## src/rtl/ns_enc_pkg.sv

```systemverilog
package ns_enc_pkg;
    localparam int SETUP_MIN  = 1;
    localparam int SETUP_MAX  = 4;
    localparam int ACT_MIN    = 1;
    localparam int ACT_MAX    = 16;
    localparam int REC_MIN    = 2;
    localparam int REC_MAX    = 17;
    localparam int NUM_DRIVES = 2;
    localparam int ROUND_DIV  = 1000;

    localparam int SETUP_W = $clog2(SETUP_MAX + 1);
    localparam int ACT_W   = $clog2(ACT_MAX + 1);
    localparam int REC_W   = $clog2(REC_MAX + 1);

    typedef struct packed {
        logic [SETUP_W-1:0] setup;
        logic [ACT_W-1:0]   active;
        logic [REC_W-1:0]   recovery;
    } clk_counts_t;
endpackage

```

## src/rtl/ns_ceil_clk.sv

```systemverilog
module ns_ceil_clk #(
    parameter int NS_W      = 16,
    parameter int MHZ_W     = 8,
    parameter int MIN_CLK   = 1,
    parameter int MAX_CLK   = 4,
    parameter int OUT_W     = 3,
    parameter int ROUND_DIV = 1000
) (
    input  logic [NS_W-1:0]  time_ns,
    input  logic [MHZ_W-1:0] mhz,
    output logic [OUT_W-1:0] clocks
);
    // one spare bit so the rounding offset never overflows the product
    localparam int SUM_W = NS_W + MHZ_W + 1;

    logic [SUM_W-1:0] prod;
    logic [SUM_W-1:0] quot;

    always_comb begin
        prod = SUM_W'(time_ns) * SUM_W'(mhz);
        quot = (prod + SUM_W'(ROUND_DIV - 1)) / SUM_W'(ROUND_DIV);
        if (quot < SUM_W'(MIN_CLK)) begin
            clocks = OUT_W'(MIN_CLK);
        end else if (quot > SUM_W'(MAX_CLK)) begin
            clocks = OUT_W'(MAX_CLK);
        end else begin
            clocks = quot[OUT_W-1:0];
        end
    end
endmodule

```

## src/rtl/drive_clk_calc.sv

```systemverilog
module drive_clk_calc
    import ns_enc_pkg::*;
#(
    parameter int NS_W  = 16,
    parameter int MHZ_W = 8
) (
    input  logic             present,
    input  logic [NS_W-1:0]  setup_ns,
    input  logic [NS_W-1:0]  active_ns,
    input  logic [NS_W-1:0]  cycle_ns,
    input  logic [MHZ_W-1:0] mhz,
    output clk_counts_t      counts
);
    localparam int DIFF_W = NS_W + 2;

    logic signed [DIFF_W-1:0] rem_s;
    logic [NS_W-1:0]          rec_ns;
    logic [SETUP_W-1:0]       setup_clk;
    logic [ACT_W-1:0]         active_clk;
    logic [REC_W-1:0]         rec_clk;

    // remainder of the cycle; a negative value saturates to zero
    always_comb begin
        rem_s  = $signed({2'b00, cycle_ns}) - $signed({2'b00, setup_ns})
               - $signed({2'b00, active_ns});
        rec_ns = rem_s[DIFF_W-1] ? '0 : rem_s[NS_W-1:0];
    end

    ns_ceil_clk #(.NS_W(NS_W), .MHZ_W(MHZ_W), .MIN_CLK(SETUP_MIN),
                  .MAX_CLK(SETUP_MAX), .OUT_W(SETUP_W), .ROUND_DIV(ROUND_DIV))
        u_setup (.time_ns(setup_ns), .mhz(mhz), .clocks(setup_clk));

    ns_ceil_clk #(.NS_W(NS_W), .MHZ_W(MHZ_W), .MIN_CLK(ACT_MIN),
                  .MAX_CLK(ACT_MAX), .OUT_W(ACT_W), .ROUND_DIV(ROUND_DIV))
        u_active (.time_ns(active_ns), .mhz(mhz), .clocks(active_clk));

    ns_ceil_clk #(.NS_W(NS_W), .MHZ_W(MHZ_W), .MIN_CLK(REC_MIN),
                  .MAX_CLK(REC_MAX), .OUT_W(REC_W), .ROUND_DIV(ROUND_DIV))
        u_recov (.time_ns(rec_ns), .mhz(mhz), .clocks(rec_clk));

    always_comb begin
        if (present) begin
            counts.setup    = setup_clk;
            counts.active   = active_clk;
            counts.recovery = rec_clk;
        end else begin
            counts.setup    = SETUP_W'(SETUP_MIN);
            counts.active   = ACT_W'(ACT_MIN);
            counts.recovery = REC_W'(REC_MIN);
        end
    end
endmodule

```

## src/rtl/ns_timing_encoder.sv

```systemverilog
module ns_timing_encoder
    import ns_enc_pkg::*;
#(
    parameter int   NS_W        = 16,
    parameter int   MHZ_W       = 8,
    parameter bit   PREFETCH_EN = 1'b1,
    parameter int   READY_CLKS  = 2
) (
    input  logic             clk,
    input  logic             rst_n,
    input  logic             start,
    input  logic [MHZ_W-1:0] bus_mhz,
    input  logic             drv0_present,
    input  logic [NS_W-1:0]  drv0_setup_ns,
    input  logic [NS_W-1:0]  drv0_active_ns,
    input  logic [NS_W-1:0]  drv0_cycle_ns,
    input  logic             drv1_present,
    input  logic [NS_W-1:0]  drv1_setup_ns,
    input  logic [NS_W-1:0]  drv1_active_ns,
    input  logic [NS_W-1:0]  drv1_cycle_ns,
    output logic             done,
    output logic [7:0]       drv0_cycle_byte,
    output logic [7:0]       drv1_cycle_byte,
    output logic [7:0]       misc_byte
);
    localparam logic [2:0] READY_FIELD = 3'(READY_CLKS - 2);

    typedef struct packed {
        clk_counts_t [NUM_DRIVES-1:0] cnt;
        logic                         v1;
        logic [NUM_DRIVES-1:0][7:0]   cyc;
        logic [7:0]                   misc;
        logic                         done;
    } state_t;

    state_t st_d, st_q;

    logic [NUM_DRIVES-1:0] pres_in;
    logic [NS_W-1:0]       setup_in  [NUM_DRIVES];
    logic [NS_W-1:0]       active_in [NUM_DRIVES];
    logic [NS_W-1:0]       cycle_in  [NUM_DRIVES];
    clk_counts_t           cnt_now   [NUM_DRIVES];

    assign pres_in      = {drv1_present, drv0_present};
    assign setup_in[0]  = drv0_setup_ns;
    assign setup_in[1]  = drv1_setup_ns;
    assign active_in[0] = drv0_active_ns;
    assign active_in[1] = drv1_active_ns;
    assign cycle_in[0]  = drv0_cycle_ns;
    assign cycle_in[1]  = drv1_cycle_ns;

    for (genvar g = 0; g < NUM_DRIVES; g++) begin : g_drive
        drive_clk_calc #(.NS_W(NS_W), .MHZ_W(MHZ_W)) u_calc (
            .present  (pres_in[g]),
            .setup_ns (setup_in[g]),
            .active_ns(active_in[g]),
            .cycle_ns (cycle_in[g]),
            .mhz      (bus_mhz),
            .counts   (cnt_now[g])
        );
    end

    logic [SETUP_W-1:0] ax;
    logic [SETUP_W-1:0] ax_m1;
    logic [ACT_W-1:0]   act_m1;
    logic [REC_W-1:0]   rec_m2;

    always_comb begin
        st_d = st_q;

        // stage 1: capture clamped counts on start
        st_d.v1 = start;
        if (start) begin
            for (int i = 0; i < NUM_DRIVES; i++) begin
                st_d.cnt[i] = cnt_now[i];
            end
        end

        // stage 2: merge setup and pack bytes
        ax = st_q.cnt[0].setup;
        for (int i = 1; i < NUM_DRIVES; i++) begin
            if (st_q.cnt[i].setup > ax) ax = st_q.cnt[i].setup;
        end
        ax_m1  = ax - SETUP_W'(1);
        act_m1 = '0;
        rec_m2 = '0;

        st_d.done = st_q.v1;
        if (st_q.v1) begin
            for (int i = 0; i < NUM_DRIVES; i++) begin
                act_m1     = st_q.cnt[i].active - ACT_W'(1);
                rec_m2     = st_q.cnt[i].recovery - REC_W'(2);
                st_d.cyc[i] = {act_m1[3:0], rec_m2[3:0]};
            end
            st_d.misc = {1'b0, PREFETCH_EN, ax_m1[1:0], READY_FIELD, 1'b0};
        end
    end

    always_ff @(posedge clk) begin
        if (!rst_n) st_q <= '0;
        else        st_q <= st_d;
    end

    assign done            = st_q.done;
    assign drv0_cycle_byte = st_q.cyc[0];
    assign drv1_cycle_byte = st_q.cyc[1];
    assign misc_byte       = st_q.misc;

    // clamp windows seen at the pipeline register
    assert_setup_range_R3: assert property (@(posedge clk) disable iff (!rst_n)
        st_q.v1 |-> (st_q.cnt[0].setup >= 1 && st_q.cnt[0].setup <= 4 &&
                     st_q.cnt[1].setup >= 1 && st_q.cnt[1].setup <= 4));

    assert_active_range_R4: assert property (@(posedge clk) disable iff (!rst_n)
        st_q.v1 |-> (st_q.cnt[0].active >= 1 && st_q.cnt[0].active <= 16 &&
                     st_q.cnt[1].active >= 1 && st_q.cnt[1].active <= 16));

    assert_recovery_range_R5: assert property (@(posedge clk) disable iff (!rst_n)
        st_q.v1 |-> (st_q.cnt[0].recovery >= 2 && st_q.cnt[0].recovery <= 17 &&
                     st_q.cnt[1].recovery >= 2 && st_q.cnt[1].recovery <= 17));

    assert_absent_min_R6: assert property (@(posedge clk) disable iff (!rst_n)
        (start && !drv0_present) |=>
            (st_q.cnt[0].setup == 1 && st_q.cnt[0].active == 1 &&
             st_q.cnt[0].recovery == 2));

    assert_misc_reserved_R9: assert property (@(posedge clk) disable iff (!rst_n)
        (misc_byte[7] == 1'b0 && misc_byte[0] == 1'b0));

    assert_done_latency_R10: assert property (@(posedge clk) disable iff (!rst_n)
        done |-> $past(start, 2));

    assert_hold_outputs_R12: assert property (@(posedge clk) disable iff (!rst_n)
        !done |-> ($stable(misc_byte) && $stable(drv0_cycle_byte) &&
                   $stable(drv1_cycle_byte)));
endmodule

```

## config.mk

```make
export PLATFORM = sky130hd
export DESIGN_NAME = ns_timing_encoder
export DESIGN_NICKNAME = d
export VERILOG_FILES = /design/src/rtl/ns_enc_pkg.sv /design/src/rtl/ns_ceil_clk.sv /design/src/rtl/drive_clk_calc.sv /design/src/rtl/ns_timing_encoder.sv
export SDC_FILE = /design/constraint.sdc
export NUM_CORES = 2
export LEC_CHECK = 0
export BUFFER_PORTS_ARGS = -buffer_cell sky130_fd_sc_hd__buf_2
export CORE_MARGIN = 5
export CORE_UTILIZATION = 50
export DETAILED_ROUTE_END_ITERATION = 8
export GPL_ROUTABILITY_DRIVEN = 0
export GPL_TIMING_DRIVEN = 0
export PLACE_DENSITY_LB_ADDON = 0.12
export SLEW_MARGIN = 15
export SYNTH_ARGS = -nofsm -noshare
export SYNTH_HDL_FRONTEND = slang
export SYNTH_SLANG_ARGS = --single-unit
```

## constraint.sdc

```tcl
create_clock -name clk -period 20.6 [get_ports clk]
set_input_delay 4.12 -clock clk [delete_from_list [all_inputs] [get_ports clk]]
set_output_delay 4.12 -clock clk [all_outputs]
set_load 0.1 [all_outputs]
```

Word-level counts from Yosys, hierarchy flattened:

Cells that the tools add are included.

* add/subtract/negate cells: 15
* $lt $le $gt $ge: 13
* mux-type cells: 17
* multiply operators: 6
* divide/modulo/power cells: 6

Operators by type and width (count)
* adder 24 x 10 -> 25 bit, second input constant: 6
* divider 25 x 10 -> 25 bit, second input constant: 6
* multiplier 16 x 8 -> 24 bit: 6
* greater-than comparator 25 x 5 -> 1 bit, second input constant: 4
* < comparator 25 x 1 -> 1 bit, second input constant: 4
* greater-than comparator 25 x 3 -> 1 bit, second input constant: 2
* < comparator 25 x 2 -> 1 bit, second input constant: 2
* 2-to-1 mux 5 bit: 8
* subtractor 18 x 17 -> 18 bit: 2
* subtractor 16 x 16 -> 17 bit: 2
* 2-to-1 mux 16 bit: 2
* 2-to-1 mux 13 bit: 2
* 2-to-1 mux 3 bit: 4
* subtractor 4 x 1 -> 4 bit, second input constant: 2
* subtractor 4 x 2 -> 4 bit, second input constant: 2
* greater-than comparator 3 bit: 1
* 2-to-1 mux 2 bit: 1
* subtractor 2 x 1 -> 2 bit, second input constant: 1

* flip-flop bits (word level): 43
* input port bits: 109
* word-level logic and storage cells: 68
* output and inout bits: 25

Logic depth before layout (Yosys ltp):

* depth after elaboration: 10
* mapped depth: 87
* depth with buffers taken out: 78

Hierarchy:

A second synthesis with hierarchy kept.

* cell total of the unflattened synthesis: 8274
* area, all modules: 63352.0 um^2

By module, submodules not included
* ns_ceil_clk at g_drive[0].u_calc.u_active: seq. area each 0.0 um^2, area each 9929.5 um^2, times used 1, cells an instance 1310
* ns_ceil_clk at g_drive[0].u_calc.u_setup: seq. area each 0.0 um^2, area each 9850.7 um^2, times used 1, cells an instance 1300
* ns_ceil_clk at g_drive[1].u_calc.u_setup: seq. area each 0.0 um^2, area each 9706.8 um^2, times used 1, cells an instance 1267
* ns_ceil_clk at g_drive[1].u_calc.u_recov: seq. area each 0.0 um^2, area each 9485.3 um^2, times used 1, cells an instance 1220
* ns_ceil_clk at g_drive[1].u_calc.u_active: seq. area each 0.0 um^2, area each 9421.5 um^2, times used 1, cells an instance 1244
* ns_ceil_clk at g_drive[0].u_calc.u_recov: seq. area each 0.0 um^2, area each 9272.6 um^2, times used 1, cells an instance 1200
* drive_clk_calc: seq. area each 0.0 um^2, area each 1828.0 um^2, times used 2, cells an instance 266
* ns_timing_encoder: seq. area each 860.8 um^2, area each 2029.4 um^2, times used 1, cells an instance 201

Least setup slack after synthesis:

Ideal clock, no wire load.

* path type: input -> register
* start: input port drv1_setup_ns[1]
* end: register st_q[39] (netlist bit)
* arrival: 22.139 ns
* path slack: -1.662 ns
* library setup time: 0.123 ns
* stages: 82
* path buffers: 4
* required time: 20.477 ns
* cell sequence: inv_1 ha_1 nor2b_1 o21ai_0 nand2b_1 a21o_1 a21o_1 a21o_1 a21o_1 a21o_1 a21o_1 a21o_1 a21o_1 a21oi_1 nor2b_1 nor2_1 xnor2_1 ha_1 [46 not listed] a31oi_2 or2_1 o221ai_2 a21oi_4 mux2i_1 a221o_1 a21o_1 a21oi_1 mux2i_1 xnor2_1 or4_1 mux2_4 nand2_1 and4bb_1 o31ai_1 a2111oi_2 o31ai_1 a21boi_1

* longest elaborated chain between the ends: 10
* elaborated cells between the ends (all ways): 11
* classes of those cells: 3 x add/sub; 1 x mul; 1 x div; 2 x order compare; 4 x mux

RTL lines
* start, declared: RTL line ns_timing_encoder.sv:18 `input logic [NS_W-1:0] drv1_setup_ns,`
* subtractor 16 x 16 -> 17 bit *: RTL line drive_clk_calc.sv:24 `rem_s = $signed({2'b00, cycle_ns}) - $signed({2'b00, setup_ns})`
* subtractor 18 x 17 -> 18 bit *: RTL line drive_clk_calc.sv:25 `- $signed({2'b00, active_ns});`
* 2-to-1 mux 16 bit *: RTL line drive_clk_calc.sv:26 `rec_ns = rem_s[DIFF_W-1] ? '0 : rem_s[NS_W-1:0];`
* multiplier 16 x 8 -> 24 bit *: RTL line ns_ceil_clk.sv:20 `prod = SUM_W'(time_ns) * SUM_W'(mhz);`
* adder 24 x 10 -> 25 bit *: RTL line ns_ceil_clk.sv:21 `quot = (prod + SUM_W'(ROUND_DIV - 1)) / SUM_W'(ROUND_DIV);`
* divider 25 x 10 -> 25 bit *: RTL line ns_ceil_clk.sv:21
* greater-than comparator 25 x 5 -> 1 bit: RTL line ns_ceil_clk.sv:24 `end else if (quot > SUM_W'(MAX_CLK)) begin`
* 2-to-1 mux 5 bit: RTL line ns_ceil_clk.sv:24
* 2-to-1 mux 5 bit *: RTL line ns_ceil_clk.sv:22 `if (quot < SUM_W'(MIN_CLK)) begin`
* 2-to-1 mux 13 bit *: RTL line drive_clk_calc.sv:42 `if (present) begin`
* end signal, assigned: RTL line ns_timing_encoder.sv:101 `else st_q <= st_d;`
* end, declared: RTL line ns_timing_encoder.sv:36 `state_t st_d, st_q;`

Every way passes the cells marked *; elsewhere a longest branch is shown, timed or not.
A chain may end at the register's enable or synchronous reset.

Final worst setup path:

* start: input port drv1_cycle_ns[0]
* end: register st_q[39] (netlist bit)

* longest elaborated chain between the ends: 10
* elaborated cells between the ends (all ways): 11
* classes of those cells: 3 x add/sub; 1 x mul; 1 x div; 2 x order compare; 4 x mux

RTL lines
* start, declared: RTL line ns_timing_encoder.sv:20 `input logic [NS_W-1:0] drv1_cycle_ns,`
* subtractor 16 x 16 -> 17 bit *: RTL line drive_clk_calc.sv:24
* subtractor 18 x 17 -> 18 bit *: RTL line drive_clk_calc.sv:25
* 2-to-1 mux 16 bit *: RTL line drive_clk_calc.sv:26
* multiplier 16 x 8 -> 24 bit *: RTL line ns_ceil_clk.sv:20
* adder 24 x 10 -> 25 bit *: RTL line ns_ceil_clk.sv:21
* divider 25 x 10 -> 25 bit *: RTL line ns_ceil_clk.sv:21
* greater-than comparator 25 x 5 -> 1 bit: RTL line ns_ceil_clk.sv:24
* 2-to-1 mux 5 bit: RTL line ns_ceil_clk.sv:24
* 2-to-1 mux 5 bit *: RTL line ns_ceil_clk.sv:22
* 2-to-1 mux 13 bit *: RTL line drive_clk_calc.sv:42

Marked as above.

==> summary.md <==
| Metric | Value |
|---|---|
| DRT Pass-1 Iters | 9 |
| Reg-to-reg endpoint | st_q[44]$_SDFFE_PN0P_ |
| CTS tree | built |
| Synth cell types | 172 |
| Detail Placement HPWL | 154100 um |
| Hold Path End | misc_byte[6]$_SDFFE_PN0P_ |
| Violated checks | negative setup slack |
| DRC viols | 0 |
| Cell taking the most area after synthesis | fa_1 |
| Setup TNS | -6.634 ns |
| RSZ-0062 raised after global routing | true |
| Num rows | 124 |
| Seq/Total Area, Yosys | 1.491% |
| Initial antenna violation count | 45 |
| GRT Resource Usage Total | 30.46% |
| HP Start | misc_byte[6]$_SDFFE_PN0P_ |
| H-Tree Depth | 2 |
| Vias per inst | 6.327 |
| Post-synth top area share | 18.45% |
| Max-cap violations | 0 |
| Main area contributors after synthesis | fa_1, ha_1, nand2_1, inv_1, nor2_1 |
| Post-Syn Instances | 7867 |
| Ports | 134 |
| Seq cells post-synth | 43 |
| Die width | 349.8 um |
| Final Max Tran Viols | 0 |
| R2r setup slk | 18.76 ns |
| Setup crit end kind | register |
| Status | finished with violations |
| Die area | 122400 sq um |
| Root Buffer | clkbuf_16 |
| Initial core utilization | 50.43% |
| Post-Synth Adder-Cell Area | 27.83% |
| Final WL | 199800 um |
| Mean routed wirelength per cell | 20.07 um |
| Fin. Hold Viols | 0 |
| Worst Clk Skew | 0.009937 ns |
| Worst min path class | register to register |
| Largest net degree at the start of global routing | 15 |
| Post-synth ARST share | 0% |
| Max Root-Sink Buffers | 2 |
| Num CTS Buffers | 5 |
| Crit path largest cell delay | 0.58 ns |
| Fmax | 44.87 MHz |
| Area fraction in compound gates after synthesis | 27.68% |
| Post-DRT Antenna Nets | 0 |
| Mapped Area | 57740 sq um |
| DRT iter0 DRCs | 5522 |
| Clock slew at reported path FFs | 0.06 ns |
| Clk_lat worst skew | 0.29 ns |
| Main combinational cell family by area after synthesis | adder cells |
| Routed vias | 62980 |
| Startpoint Class | primary input |
| Total gr overflow | 0 |
| Post-Synth XOR/XNOR Area | 6.076% |
| Final Critical Period | 22.29 ns |
| Most frequent CP cell | a21o_1 |
| Layout cells sized above 1 | 22.44% |
| Hold-critical path depth | 1 |
| First-pass GRT wire length | 311100 um |
| Worst reg2reg path depth | 5 |
| Main synth FF type | dfxtp_1 |
| Final Cycle Share | 108.2% |
| Area occupied by multi-input gates | 57550 sq um |
| Final non-filler cell total | 9954 |
| Core Area | 114500 sq um |
| Final Setup Violations | 6 |
| Area growth from synthesis to layout | 21.20% |
| Die Height | 349.8 um |
| Sequential Area | 860.8 sq um |
| EDFF count, synth | 0 |
| Fraction of the mapped netlist area in simple logic gates | 24.63% |
| Fin worst setup slack | -1.686 ns |
| CP Data Arrival Time | 22.45 ns |
| Maximum fanout along the worst path | 8 |
| Slew @ Worst Pin | 1.386 ns |
| Mapped Avg Cell Area | 7.339 sq um |
| NumNets Final | 9462 |
| Yosys synthesis warning count | 0 |
| Dpl cells | 9506 |
| # fillers | 10300 |
| RR Startpoint | st_q[44]$_SDFFE_PN0P_ |
| Mux cell area share after synthesis | 4.048% |
| Slew headroom | 6.642% |
| Clock sink count | 43 |
| Crit path kind | primary input to register |
| Vias in the first global route | 59140 |
| Worst path slowest cell | or4_4 |
| Port bufs | 123 |
| Req. time, crit path | 20.77 ns |
[worst max-delay path, delay by kind of cell]
kind	cells	cell delay, ns
buffers and inverters	16	1.79
adder cells (fa/ha/maj)	9	3.60
AO/OA/AOI/OAI	40	7.94
multiplexers	5	1.38
XOR/XNOR	2	0.51
AND/OR/NAND/NOR	14	3.02
[synthesized netlist by cell type (146+ instances only)]
library cell / number
fa_1: 532
inv_1: 817
clkbuf_1: 219
xnor2_1: 246
a21oi_1: 393
a21o_1: 160
and3_1: 146
ha_1: 416
nor3_1: 180
nand2_1: 838
o21ai_0: 279
nand3_1: 247
nor2_1: 787
[area by class of cell]
type / count / area share (%)
plain buffers: 308 / 2.981
inverters: 822 / 4.500
diodes: 36 / 0.1287
flip-flops and latches: 43 / 1.230
repair buffers: 556 / 5.975
clock inverters: 3 / 0.06258
clock buffers: 5 / 0.1788
well taps: 1512 / 2.703
multi-input cells: 6669 / 82.24
[worst max-delay path by stage]
stage / start / endpoint / slack, ns / cells past startpoint
floorplan: drv1_cycle_ns[0] / st_q[39]$_SDFFE_PN0P_ / -0.64 / 80
global placement: drv1_setup_ns[2] / st_q[39]$_SDFFE_PN0P_ / -3.29 / 79
detailed placement: drv1_setup_ns[2] / st_q[39]$_SDFFE_PN0P_ / -3.46 / 79
CTS: drv1_cycle_ns[0] / st_q[39]$_SDFFE_PN0P_ / -1.46 / 83
global route: drv1_cycle_ns[0] / st_q[39]$_SDFFE_PN0P_ / -2.33 / 83
finish: drv1_cycle_ns[0] / st_q[39]$_SDFFE_PN0P_ / -1.69 / 86
[registers in the layout (all words and copies together), names as in the netlist]
| register | flops |
|---|---|
| done | 1 |
| drv0_cycle_byte | 8 |
| drv1_cycle_byte | 8 |
| misc_byte | 3 |
| st_d | 1 |
| st_q | 22 |
[metal layers]
layer	vias up	track usage [%]	wire length [um]
met5	-	0	96
met4	14	8.760	6943
met3	410	5.153	18080
met2	2677	49.67	90490
met1	30550	41.71	84210
li1	29320	-	-
[kinds of logic (layout without fill, tap and decap cells)]
| group | after synthesis | after routing |
|---|---|---|
| AOI/OAI and AO/OA | 2164 | 2164 |
| buffers and inverters | 1159 | 1694 |
| xor gates and xnor gates | 389 | 389 |
| DFF | 43 | 43 |
| and+or+nand+nor | 2926 | 2926 |
| muxes | 216 | 216 |
| adders and majority gates | 969 | 969 |
| other | 1 | 41 |
[placed cells by master, fill, tap and decap left out, types with 43 or more instances in the layout]
| cell | Yosys | final |
|---|---|---|
| nor3_1 | 180 | 144 |
| o211a_1 | 56 | 54 |
| a21oi_2 | 17 | 57 |
| clkbuf_1 | 219 | 81 |
| o21a_1 | 73 | 71 |
| o21ai_0 | 279 | 230 |
| mux2i_1 | 145 | 103 |
| a21oi_1 | 393 | 333 |
| inv_1 | 817 | 788 |
| nor2b_1 | 55 | 48 |
| o21ai_1 | 49 | 58 |
| a21o_1 | 160 | 156 |
| or3_1 | 60 | 53 |
| a211o_1 | 49 | 48 |
| xnor2_1 | 246 | 211 |
| nand2b_1 | 64 | 61 |
| xor2_1 | 132 | 110 |
| buf_4 | 33 | 433 |
| ha_1 | 416 | 382 |
| nor2_1 | 787 | 740 |
| nand4_1 | 100 | 100 |
| mux2_2 | 53 | 45 |
| o211ai_1 | 110 | 110 |
| fa_1 | 532 | 517 |
| nand3_1 | 247 | 228 |
| and2_1 | 144 | 131 |
| dfxtp_1 | 43 | 43 |
| nor4_1 | 71 | 49 |
| buf_6 | 9 | 51 |
| and3_1 | 146 | 124 |
| a31oi_1 | 110 | 94 |
| buf_2 | 56 | 169 |
| nand2_1 | 838 | 798 |
| a211oi_1 | 84 | 58 |
[metrics by stage]
step | worst slack (ns) | area, sq um | utilization, % | hold WS (ns)
after floorplan | -0.6368 | 59000 | - | 0.4288
after global placement | -3.287 | 61510 | 53.72 | 0.4407
after detailed placement | -3.455 | 61510 | 53.72 | 0.4525
after CTS | -1.464 | 65980 | 57.63 | 0.4672
after global routing | -2.335 | 69930 | 61.08 | 0.4877
final | -1.686 | 69980 | 61.12 | 0.4580
[what timing repair did]
action	4_1_cts	5_1_grt
setup endpoints to repair	20	19
gates resized for setup	581	575
pin swaps	246	283
buffers inserted	232	201
hold buffers	0	0
endpoints found under the hold margin	0	0
gates cloned	7	0
Power is left out: the tool's default activity adds up to more than one toggle a clock period on the data nets, which glitch-free logic cannot reach.
